$ cat src/rtl/cs_ser_pkg.sv
package cs_ser_pkg;
    localparam int unsigned PORTS_DEFAULT  = 9;
    localparam int unsigned FRAME_DEFAULT  = 16;
    localparam int unsigned WINDOW_DEFAULT = 40000;
    localparam logic        START_LEVEL    = 1'b1;
endpackage

$ cat src/rtl/cs_window_timer.sv
module cs_window_timer #(
    parameter int unsigned WINDOW_CYCLES = 40000
) (
    input  logic clk,
    input  logic rst,
    output logic win_end
);
    localparam int unsigned CW = (WINDOW_CYCLES > 2) ? $clog2(WINDOW_CYCLES) : 1;
    localparam logic [CW-1:0] LAST = CW'(WINDOW_CYCLES - 1);

    typedef struct packed {
        logic [CW-1:0] cnt;
    } timer_t;

    timer_t cur_q, nxt_d;

    always_comb begin
        nxt_d = cur_q;
        if (cur_q.cnt == LAST) nxt_d.cnt = '0;
        else                   nxt_d.cnt = cur_q.cnt + 1'b1;
        if (rst) nxt_d = '0;
    end

    always_ff @(posedge clk) cur_q <= nxt_d;

    assign win_end = (cur_q.cnt == LAST);
endmodule

$ cat src/rtl/cs_activity_capture.sv
module cs_activity_capture #(
    parameter int unsigned NUM_PORTS = 9
) (
    input  logic                 clk,
    input  logic                 rst,
    input  logic                 win_end,
    input  logic [NUM_PORTS-1:0] carrier_in,
    output logic [NUM_PORTS-1:0] latch_q,
    output logic [NUM_PORTS-1:0] status_q
);
    typedef struct packed {
        logic [NUM_PORTS-1:0] latch;
        logic [NUM_PORTS-1:0] status;
    } capt_t;

    capt_t cur_q, nxt_d;

    always_comb begin
        nxt_d = cur_q;
        if (win_end) begin
            nxt_d.status = cur_q.latch;
            nxt_d.latch  = carrier_in;
        end else begin
            nxt_d.latch  = cur_q.latch | carrier_in;
        end
        if (rst) nxt_d = '0;
    end

    always_ff @(posedge clk) cur_q <= nxt_d;

    assign latch_q  = cur_q.latch;
    assign status_q = cur_q.status;
endmodule

$ cat src/rtl/cs_frame_shifter.sv
module cs_frame_shifter #(
    parameter int unsigned NUM_PORTS = 9,
    parameter int unsigned FRAME_LEN = 16
) (
    input  logic                         clk,
    input  logic                         rst,
    input  logic [NUM_PORTS-1:0]         status_in,
    output logic [$clog2(FRAME_LEN)-1:0] pos_q,
    output logic [NUM_PORTS-1:0]         snap_q,
    output logic                         ser_out
);
    localparam int unsigned PW = $clog2(FRAME_LEN);
    localparam logic [PW-1:0] LAST_POS = PW'(FRAME_LEN - 1);

    typedef struct packed {
        logic [PW-1:0]        pos;
        logic [NUM_PORTS-1:0] snap;
    } shf_t;

    shf_t cur_q, nxt_d;
    logic [FRAME_LEN-1:0] frame_vec;

    assign frame_vec[0] = cs_ser_pkg::START_LEVEL;
    for (genvar i = 0; i < NUM_PORTS; i++) begin : g_port_bits
        assign frame_vec[i+1] = cur_q.snap[i];
    end
    for (genvar j = NUM_PORTS + 1; j < FRAME_LEN; j++) begin : g_idle_bits
        assign frame_vec[j] = 1'b0;
    end

    always_comb begin
        nxt_d = cur_q;
        if (cur_q.pos == LAST_POS) begin
            nxt_d.pos  = '0;
            nxt_d.snap = status_in;
        end else begin
            nxt_d.pos  = cur_q.pos + 1'b1;
        end
        if (rst) nxt_d = '0;
    end

    always_ff @(posedge clk) cur_q <= nxt_d;

    assign ser_out = frame_vec[cur_q.pos];
    assign pos_q   = cur_q.pos;
    assign snap_q  = cur_q.snap;
endmodule

$ cat src/rtl/carrier_status_serializer.sv
module carrier_status_serializer #(
    parameter int unsigned WINDOW_CYCLES = cs_ser_pkg::WINDOW_DEFAULT,
    parameter int unsigned NUM_PORTS     = cs_ser_pkg::PORTS_DEFAULT,
    parameter int unsigned FRAME_LEN     = cs_ser_pkg::FRAME_DEFAULT
) (
    input  logic                 clk,
    input  logic                 rst,
    input  logic [NUM_PORTS-1:0] carrier_in,
    output logic                 status_out
);
    localparam int unsigned PW = $clog2(FRAME_LEN);

    logic                 win_end;
    logic [NUM_PORTS-1:0] latch_q;
    logic [NUM_PORTS-1:0] status_q;
    logic [PW-1:0]        pos_q;
    logic [NUM_PORTS-1:0] snap_q;

    cs_window_timer #(.WINDOW_CYCLES(WINDOW_CYCLES)) u_timer (
        .clk     (clk),
        .rst     (rst),
        .win_end (win_end)
    );

    cs_activity_capture #(.NUM_PORTS(NUM_PORTS)) u_capture (
        .clk        (clk),
        .rst        (rst),
        .win_end    (win_end),
        .carrier_in (carrier_in),
        .latch_q    (latch_q),
        .status_q   (status_q)
    );

    cs_frame_shifter #(.NUM_PORTS(NUM_PORTS), .FRAME_LEN(FRAME_LEN)) u_shifter (
        .clk       (clk),
        .rst       (rst),
        .status_in (status_q),
        .pos_q     (pos_q),
        .snap_q    (snap_q),
        .ser_out   (status_out)
    );
endmodule

$ cat config.mk
export PLATFORM = sky130hd
export DESIGN_NAME = carrier_status_serializer
export DESIGN_NICKNAME = d
export VERILOG_FILES = /design/src/rtl/cs_ser_pkg.sv /design/src/rtl/cs_window_timer.sv /design/src/rtl/cs_activity_capture.sv /design/src/rtl/cs_frame_shifter.sv /design/src/rtl/carrier_status_serializer.sv
export SDC_FILE = /design/constraint.sdc
export NUM_CORES = 1
export LEC_CHECK = 0
export ABC_AREA = 1
export CAP_MARGIN = 20
export CORE_MARGIN = 3
export CORE_UTILIZATION = 55
export DETAILED_ROUTE_END_ITERATION = 16
export GPL_TIMING_DRIVEN = 0
export PLACE_DENSITY = 0.74
export SYNTH_ARGS = -nofsm -noshare
export SYNTH_HDL_FRONTEND = slang
export SYNTH_HIERARCHICAL = 1
export SYNTH_SLANG_ARGS = --single-unit
$ cat constraint.sdc
create_clock -name clk -period 2 [get_ports clk]
set_input_delay 0.2 -clock clk [delete_from_list [all_inputs] [get_ports clk]]
set_output_delay 0.2 -clock clk [all_outputs]
set_load 0.02 [all_outputs]
Word-level counts from Yosys, hierarchy flattened:

Index checks and enable logic that the tools add are counted.

* add/subtract/negate cells: 2
* order comparisons: 1
* eq/ne operators: 2
* mux-type cells: 3
* bitwise gates (word level): 1
* reduce and logical (&&, ||, !) cells: 2

Operators with widths (count)
* $add 16x1->16 const B: 1
* $eq 16x16->1 const B: 1
* $mux 9: 1
* $or 9x9->9: 1
* $lt 4x5->1 const B: 1
* $add 4x1->4 const B: 1
* $bmux 1 s4: 1
* $eq 4x4->1 const B: 1
* $reduce_or 2->1: 2
* $mux 1: 1

* bits in registers: 47
* bits of input ports: 11
* output and inout bits: 1
* word-level logic and storage cells: 16

Depth between registers and ports, before layout:

Gate-level depths: netlist (run 1).

* depth in word-level cells: 2
* mapped depth: 10
* mapped depth without buffers: 9

Cells and area by module:

Netlist (run 1), hierarchy kept.

Modules (own cells, without submodules)
* cs_window_timer: instances 1, cells an instance 132, area each 915.9 um^2, seq. area each 320.3 um^2
* cs_activity_capture: instances 1, cells an instance 77, area each 644.4 um^2, seq. area each 360.3 um^2
* cs_frame_shifter: instances 1, cells an instance 76, area each 598.1 um^2, seq. area each 260.2 um^2

Least setup slack after synthesis (run 1):

Ideal clock, no wire load.

* path type: register -> register
* start point: register u_timer/cur_q[0] (netlist bit)
* end point: register u_capture.cur_q (netlist bit u_capture/status_q[8])
* library setup time: 116 ps
* arrival time: 1546 ps
* data required time: 1884 ps
* path slack: 338 ps
* stages on the path, launching flop included: 11
* buffers on the path: 2
* clock period less this slack: 1662 ps
* cells stage by stage: dfxtp_1 > ha_1 > nand3_2 > nor2_1 > nand2_1 > nor3_2 > buf_6 > inv_8 > buf_8 > nor2_1 > nor2_1

* longest elaborated chain between the ends: 1

Ends and longest elaborated chain
* from (decl): RTL line cs_window_timer.sv:15 `timer_t cur_q, nxt_d;`
* from (signal assigned): RTL line cs_window_timer.sv:24 `always_ff @(posedge clk) cur_q <= nxt_d;`
* $eq 16x16->1: RTL line cs_window_timer.sv:26 `assign win_end = (cur_q.cnt == LAST);`
* named net win_end: RTL line carrier_status_serializer.sv:13 `logic win_end;`
* to (signal assigned): RTL line cs_activity_capture.sv:29 `always_ff @(posedge clk) cur_q <= nxt_d;`
* to (decl): RTL line cs_activity_capture.sv:16 `capt_t cur_q, nxt_d;`

The timed path passes the listed nets, and every way through them passes these cells.
A chain may end at the register's enable or synchronous reset.

Worst setup path in the final report (run 1):

* start point: register u_timer/cur_q[0] (netlist bit)
* end point: register u_capture.cur_q (netlist bit u_capture/status_q[6])

The elaborated chain is that of the path after synthesis.

==> Flow_metrics.wiki, run 1 <==
{| class="wikitable"
! Metric !! Value
|-
| Type of destination of the critical path || flop
|-
| Crit Reg-Reg Startpoint || u_timer/cur_q[0]$_SDFF_PP0_
|-
| Slowest stage cell on the critical path || sky130_fd_sc_hd__dfxtp_1
|-
| Total power draw || 1910 uW
|-
| VDD IR max || 0.506 mV
|-
| Critical path arrival || 2.03 ns
|-
| Net count after synthesis || 298
|-
| Final worst path period share || 91.8%
|-
| Clock Tree Root || sky130_fd_sc_hd__clkbuf_8
|-
| Area inside the core boundary || 0.00372 mm2
|-
| Slew Limit Fails || 0
|-
| Antenna violations before repair || 0
|-
| Maximum number of pins on one net before global-route repair || 16
|-
| TritonCTS clock tree || built
|-
| First-pass GRT wire length || 6130 um
|-
| Maximum fanout along the worst path || 10
|-
| Final count of negative-setup-slack endpoints || 0
|-
| Die footprint || 0.00471 mm2
|-
| Area added between synthesis and finish || 14.5%
|-
| Crit path setup slack, layout || 0.164 ns
|-
| Worst slew margin relative to its limit || 82.2%
|-
| Peak Freq || 545 MHz
|-
| Leftover overflow at the end of global routing || 0
|-
| Setup slack of the most critical reg-to-reg path || 0.16 ns
|-
| Clock tree buffer depth || 2
|-
| Iter 0 DRT Violations || 88
|-
| Worst setup path end || u_capture/status_q[6]$_SDFFE_PP0P_
|-
| Number of vias per cell || 4.77
|-
| Count of maximum capacitance violations || 0
|-
| Buffers on Ports || 11
|-
| DRC violations left || 0
|-
| Number of distinct library cells after synthesis || 31
|-
| Yosys top cell area share || 43.6%
|-
| Largest cells by area after synthesis || sky130_fd_sc_hd__dfxtp_1, sky130_fd_sc_hd__nand2_1, sky130_fd_sc_hd__inv_1
|-
| Num rows || 22
|-
| Avg Synthesized Cell Area || 7.57 um2
|-
| GP Congestion || 0.819
|-
| Status || completed
|-
| Final clock skew || 0.00442 ns
|-
| Required time worst endpoint || 2.20 ns
|-
| Cells after Synth || 285
|-
| Cell accounting for the most synthesized area || sky130_fd_sc_hd__dfxtp_1
|-
| Wire length per cell || 10.4 um
|-
| Wire length after detailed routing || 3670 um
|-
| Clk pin slew, worst setup/hold paths || 0.09 ns
|-
| Global Route Usage Sum || 17.2%
|-
| Skew-Pair Late Insertion Delay || 0.29 ns
|-
| Post-CTS Setup Inserts || 0
|-
| Crit Path Class || reg -> reg
|-
| Most numerous cell on the critical path || sky130_fd_sc_hd__nor2_1
|-
| Placement-stage worst setup slack || 0.111 ns
|-
| First-pass DRT Iterations || 4
|-
| Hold_buf cts || 0
|-
| Final layout net count || 316
|-
| Fin Hold WS || 0.436 ns
|-
| Die Ht || 68.6 um
|-
| Boundary Pins || 12
|-
| Placed wire-length estimate after detailed placement || 2650 um
|-
| Number of synthesized register bits || 47
|-
| Ant. Diodes || 0
|-
| Chip width || 68.6 um
|-
| Delay of the slowest cell on the worst path || 0.38 ns
|-
| Class of the worst hold path || in -> reg
|-
| Post-layout util || 66.5%
|-
| Seq/Total Area, Yosys || 43.6%
|-
| Via count of the first global-routing pass || 1429
|-
| Count of cell instances traversed by the critical path || 10
|-
| Share of post-route cells with drive strength above 1 || 16.1%
|-
| Critical-path cell list || ha_1 -> nand3_2 -> nor2_4 -> nand2_1 -> nor3_2 -> buf_6 -> inv_8 -> buf_8 -> nor2_1 -> nor2_1
|-
| Pleak || 0.00103 uW
|-
| Number of nets with antenna violations after detailed routing || 0
|-
| Setup repair after global routing missed its margin || no
|-
| Critical path's top delay family || simple AND/OR/NAND/NOR gates
|-
| Worst-Margin Slew || 0.267 ns
|-
| DR vias || 1680
|-
| Type of origin of the critical path || flop
|-
| Sinks on the clock net || 47
|-
| R2R depth || 10
|-
| Sum of negative setup slack || 0 ns
|-
| First element of the critical path || u_timer/cur_q[0]$_SDFF_PP0_
|-
| Synthesis Warnings || 6
|-
| Worst hold path stage count || 3
|-
| Buffer and inverter count on the worst path || 3
|-
| Hold violation count in the final report || 0
|-
| Power Density || 773 mW/mm2
|-
| Critical hold path startpoint || carrier_in[7]
|-
| Post-synthesis cell area || 0.00216 mm2
|-
| Reg2reg end || u_capture/status_q[6]$_SDFFE_PP0P_
|-
| Starting density of the core || 58.1%
|-
| CTS H-tree lvls || 2
|-
| Post-layout min period || 1.84 ns
|-
| CTS buffer count || 5
|}
[state kept, by name, indices dropped and copies added, names as in the netlist]
register            cells
u_shifter/snap_q        9
u_shifter/pos_q         4
u_timer/cur_q          16
u_capture/status_q      9
u_capture/latch_q       9
[cells in the final DEF (no fill, tap or decap), types with 2 or more instances in the layout]
master	netlist	routed
sky130_fd_sc_hd__ha_1	2	2
sky130_fd_sc_hd__clkdlybuf4s50_1	0	10
sky130_fd_sc_hd__xnor2_1	2	2
sky130_fd_sc_hd__o21ai_0	19	19
sky130_fd_sc_hd__buf_6	4	4
sky130_fd_sc_hd__nor2_4	1	2
sky130_fd_sc_hd__clkbuf_8	0	5
sky130_fd_sc_hd__a21oi_2	7	7
sky130_fd_sc_hd__o21ai_1	2	2
sky130_fd_sc_hd__nor3_1	3	3
sky130_fd_sc_hd__dfxtp_1	47	47
sky130_fd_sc_hd__nand3_2	2	2
sky130_fd_sc_hd__nand2_1	49	49
sky130_fd_sc_hd__nor2_2	10	10
sky130_fd_sc_hd__nand3_1	13	13
sky130_fd_sc_hd__bufinv_16	0	2
sky130_fd_sc_hd__xor2_1	3	3
sky130_fd_sc_hd__inv_2	2	2
sky130_fd_sc_hd__inv_1	45	45
sky130_fd_sc_hd__nor2_1	34	33
sky130_fd_sc_hd__nand4_1	2	2
sky130_fd_sc_hd__a21oi_1	21	21
sky130_fd_sc_hd__nand2_2	6	6
[synthesized netlist by cell type, drive strengths merged]
cell	instances
buf	7
xnor2	2
inv	48
nand2	56
o21ai	22
nor2	45
dfxtp	47
o211ai	1
nand3	16
o21bai	1
ha	2
nor3	4
a21oi	28
xor2	3
nand4	2
clkinv	1
[per-stage QoR]
| stage | instances | area, um2 |
|---|---|---|
| 2_1_floorplan | 285 | 2160 |
| 3_3_place_gp | 344 | 2330 |
| 3_5_place_dp | 344 | 2330 |
| 4_1_cts | 352 | 2460 |
| 5_1_grt | 352 | 2470 |
| 6_report | 352 | 2470 |
[metal layers]
layer  vias up  global-route usage (%)  wire length, um
met3         4                    4.38              197
li1        919                       -                -
met2        30                    25.9             1560
met4         0                    5.96               47
met5         -                       0                0
met1       727                    23.6             1860
[power by group]
group / switching [uW] / internal [uW]
registers: 15.8 / 958
logic: 63.1 / 60.0
clock network: 314 / 498
total: 393 / 1520
[logic make-up after synthesis]
family	share of synthesized area [%]
buffers and inverters	12.9
AO/OA/AOI/OAI	13.7
flip-flops	43.6
AND/OR/NAND/NOR	26.6
adder cells (fa/ha/maj)	1.16
XOR/XNOR	2.03
[what timing repair did]
item,CTS,global route
setup endpoints to repair,1,10
cloned,0,0
gates resized for setup,1,2
[worst register-to-register path, cell delays in order (launching register included)]
cell and delay (ns):
sky130_fd_sc_hd__dfxtp_1 0.38, sky130_fd_sc_hd__ha_1 0.22, sky130_fd_sc_hd__nand3_2 0.16, sky130_fd_sc_hd__nor2_4 0.15, sky130_fd_sc_hd__nand2_1 0.09, sky130_fd_sc_hd__nor3_2 0.20
sky130_fd_sc_hd__buf_6 0.17, sky130_fd_sc_hd__inv_8 0.05, sky130_fd_sc_hd__buf_8 0.13, sky130_fd_sc_hd__nor2_1 0.11, sky130_fd_sc_hd__nor2_1 0.06
[area by class of cell]
| class | instances | area (um2) |
|---|---|---|
| multi-input combinational | 182 | 946 |
| buffer | 7 | 87.6 |
| inverter | 49 | 191 |
| tap | 48 | 60.1 |
| sequential | 47 | 941 |
| clock buffer | 5 | 68.8 |
| fill | 330 | 1240 |
| clock inverter | 3 | 67.6 |
| timing repair buffer | 11 | 109 |
[worst min path at each step]
stage / to
6_report: u_capture/latch_q[7]$_SDFF_PP0_
5_1_grt: u_capture/latch_q[6]$_SDFF_PP0_
4_1_cts: u_capture/latch_q[2]$_SDFF_PP0_
3_5_place_dp: u_shifter/snap_q[7]$_SDFFE_PP0N_
3_3_place_gp: u_shifter/snap_q[7]$_SDFFE_PP0N_
2_1_floorplan: u_shifter/pos_q[2]$_SDFF_PP0_
Note: power is estimated with default switching activity, not from simulation.
==> run 2, diff against run 1 <==
--- a/config.mk
+++ b/config.mk
@@ -10,8 +10,8 @@
 export CORE_MARGIN = 3
 export CORE_UTILIZATION = 55
 export DETAILED_ROUTE_END_ITERATION = 16
-export GPL_TIMING_DRIVEN = 0
-export PLACE_DENSITY = 0.74
+export MAX_ROUTING_LAYER = met4
+export PLACE_DENSITY = 0.72
 export SYNTH_ARGS = -nofsm -noshare
 export SYNTH_HDL_FRONTEND = slang
 export SYNTH_HIERARCHICAL = 1
==> run 2 against run 1 <==
Wire length decreased by 2.7%. Sequential power rose by 0.5%. Largest power group unchanged. Non-clock buffer count fell by 5. Final cell count down 1.4%. Global-route usage grew 1.1 points. Flip-flop and latch count unchanged. Via count is 0.18% lower. Die area unchanged. Combinational power shrank 11%. Sequential share of layout area up 1.2 points. Register-to-register slack gained 0.06 ns. Largest cell class is now flip-flops and latches.
==> Flow_metrics.wiki, run 2 (synthesized netlist as in run 1, its figures left out) <==
{| class="wikitable"
! Metric !! Value
|-
| Hold violation count in the final report || 0 (unchanged)
|-
| Delay of the slowest cell on the worst path || 0.39 ns (about the same)
|-
| Chip width || 68.6 um (unchanged)
|-
| Wire length after detailed routing || 3570 um (-2.7%)
|-
| Placed wire-length estimate after detailed placement || 2600 um (-2.1%)
|-
| Type of destination of the critical path || flop
|-
| Iter 0 DRT Violations || 92 (+4.5%)
|-
| First-pass GRT wire length || 6320 um (+3.0%)
|-
| Starting density of the core || 58.1% (unchanged)
|-
| CTS H-tree lvls || 2 (unchanged)
|-
| Total area of multi-input combinational cells || 938 um2 (-0.79%)
|-
| Footprint of the flip-flops and latches || 942 um2 (+0.13%)
|-
| Slowest stage cell on the critical path || sky130_fd_sc_hd__dfxtp_1
|-
| Final clock skew || 0.00574 ns (+0.00132 ns)
|-
| Boundary Pins || 12 (unchanged)
|-
| Via count of the first global-routing pass || 1460 (+2.2%)
|-
| Final worst path period share || 88.6% (-3.2 points)
|-
| GP Congestion || 0.815 (-0.49%)
|-
| Flip-flop count of the largest register, all copies and words added || 16 (unchanged)
|-
| Clk pin slew, worst setup/hold paths || 0.09 ns (about the same)
|-
| Critical-path cell list || ha_1 -> nand3_2 -> nor2_1 -> nand2_1 -> nor3_2 -> buf_4 -> inv_8 -> nor2_1 -> nor2_1
|-
| Clock tree buffer depth || 2 (unchanged)
|-
| DR vias || 1677 (-0.18%)
|-
| Leftover overflow at the end of global routing || 0 (unchanged)
|-
| Peak Freq || 564 MHz (+3.6%)
|-
| Type of origin of the critical path || flop
|-
| Register containing the most flip-flops in the final layout || u_timer/cur_q
|-
| Ant. Diodes || 0 (unchanged)
|-
| Count of maximum capacitance violations || 0 (unchanged)
|-
| Number of nets with antenna violations after detailed routing || 0 (unchanged)
|-
| Share of post-route cells with drive strength above 1 || 14.7% (-1.4 points)
|-
| Die footprint || 0.00471 mm2 (unchanged)
|-
| Antenna violations before repair || 0 (unchanged)
|-
| VDD IR max || 0.580 mV (+15%)
|-
| TritonCTS clock tree || built
|-
| Critical path arrival || 1.97 ns (-0.06 ns)
|-
| Buffer and inverter count on the worst path || 2 (-1)
|-
| Final count of negative-setup-slack endpoints || 0 (unchanged)
|-
| Slew Limit Fails || 0 (unchanged)
|-
| Crit Path Class || reg -> reg
|-
| Clock Tree Root || sky130_fd_sc_hd__clkbuf_8
|-
| Most common cell after layout, fill and taps aside || sky130_fd_sc_hd__nand2_1
|-
| Required time worst endpoint || 2.20 ns (about the same)
|-
| Setup repair after global routing missed its margin || no
|-
| Post-layout min period || 1.77 ns (-0.0637 ns)
|-
| Maximum number of pins on one net before global-route repair || 20 (+4)
|-
| Post-CTS Setup Inserts || 0 (unchanged)
|-
| CTS buffer count || 5 (unchanged)
|-
| Number of vias per cell || 4.83 (+1.3%)
|-
| DRC violations left || 0 (unchanged)
|-
| Final layout net count || 311 (-1.6%)
|-
| Area inside the core boundary || 0.00372 mm2 (unchanged)
|-
| Skew-Pair Late Insertion Delay || 0.30 ns (about the same)
|-
| Most used cells in the layout excluding fill and tap cells || sky130_fd_sc_hd__nand2_1, sky130_fd_sc_hd__dfxtp_1, sky130_fd_sc_hd__inv_1
|-
| Critical path's top delay family || simple AND/OR/NAND/NOR gates
|-
| Status || completed
|-
| Worst slew margin relative to its limit || 81.3% (-0.81 points)
|-
| Number of cells in the finished layout apart from fillers || 347 (-1.4%)
|-
| Area added between synthesis and finish || 11.0%
|-
| Die Ht || 68.6 um (unchanged)
|-
| Power Density || 793 mW/mm2 (+2.7%)
|-
| Sinks on the clock net || 47 (unchanged)
|-
| First-pass DRT Iterations || 4 (unchanged)
|-
| Num rows || 22 (unchanged)
|-
| Maximum fanout along the worst path || 18 (+8)
|-
| Layout fillers || 354 (+7.3%)
|-
| Worst-Margin Slew || 0.280 ns (+0.0122 ns)
|-
| Pleak || 0.00100 uW (-2.8%)
|-
| Sum of negative setup slack || 0 ns (unchanged)
|-
| Most numerous cell on the critical path || sky130_fd_sc_hd__nor2_1
|-
| Class of the worst hold path || in -> reg
|-
| Wire length per cell || 10.3 um (-1.3%)
|-
| Buffers on Ports || 11 (unchanged)
|-
| Cell Count Post-Placement || 339 (-1.5%)
|-
| Global Route Usage Sum || 18.3% (+1.1 points)
|}
## run 2: changes by cell type in the layout (fill, tap and decap cells not counted), sizes merged
| cell | previous run | this run |
|---|---|---|
| buf | 7 | 2 |
| dlymetal6s2s | 0 | 1 |
| dlygate4sd2 | 1 | 0 |
## run 2: path summary, 6_finish.rpt
check	from	cells past startpoint	end	slack (ns)
worst min register to register	u_shifter/snap_q[4]$_SDFFE_PP0N_	2	u_shifter/snap_q[4]$_SDFFE_PP0N_	0.46
worst max-delay path	u_timer/cur_q[0]$_SDFF_PP0_	9	u_capture/status_q[4]$_SDFFE_PP0P_	0.23
worst max register to register	u_timer/cur_q[0]$_SDFF_PP0_	9	u_capture/status_q[4]$_SDFFE_PP0P_	0.23
worst min-delay path	carrier_in[1]	3	u_capture/latch_q[1]$_SDFF_PP0_	0.43
## run 2: timing repair
action,CTS,global route
hold buffers,0,0
resized for setup,1,1
setup endpoints to repair,1,1
## run 2: cell type report
type,instances,area share [%]
flip-flops and latches,47,39.3
multi-input cells,182,39.2
inverters,49,7.99
repair buffers,13,5.33
clock buffers,5,2.87
clock inverters,3,2.82
well taps,48,2.51
## run 2: worst register-to-register path: stages (launching register included)
cell and delay (ns):
sky130_fd_sc_hd__dfxtp_1 0.39, sky130_fd_sc_hd__ha_1 0.23, sky130_fd_sc_hd__nand3_2 0.14, sky130_fd_sc_hd__nor2_1 0.17, sky130_fd_sc_hd__nand2_1 0.10, sky130_fd_sc_hd__nor3_2 0.18, sky130_fd_sc_hd__buf_4 0.20, sky130_fd_sc_hd__inv_8 0.07
sky130_fd_sc_hd__nor2_1 0.12, sky130_fd_sc_hd__nor2_1 0.07
## run 2: per-stage QoR
stage               hold slack, ns  total power, uW  area (um2)  setup WS, ns  utilization [%]
floorplan                    0.272             1080        2160         0.338                -
global route                 0.438             1980        2400        0.0382             64.5
global placement             0.442             1110        2260         0.248             60.7
finish                       0.433             1900        2400         0.227             64.5
detailed placement           0.451             1110        2260         0.254             60.7
CTS                          0.422             1930        2390        0.0444             64.4
## run 2: layer usage
metal / global-route usage (%) / up-vias / wire length, um
li1: - / 914 / -
met1: 25.0 / 734 / 1930
met2: 25.7 / 23 / 1450
met3: 3.89 / 6 / 124
met4: 8.19 / 0 / 58
met5: - / - / 0
## run 2: report_power, final
group	internal [uW]	switching, uW	total (uW)
clock	498	315	813
sequential	958	20.8	979
combinational	53.3	55.6	109
total	1510	391	1900
==> run 3, diff against run 2 <==
--- a/config.mk
+++ b/config.mk
@@ -12,6 +12,7 @@
 export DETAILED_ROUTE_END_ITERATION = 16
 export MAX_ROUTING_LAYER = met4
 export PLACE_DENSITY = 0.72
+export SLEW_MARGIN = 20
 export SYNTH_ARGS = -nofsm -noshare
 export SYNTH_HDL_FRONTEND = slang
 export SYNTH_HIERARCHICAL = 1
==> results of run 3 <==
Final layout, timing and power as in run 2 (identical DEF).
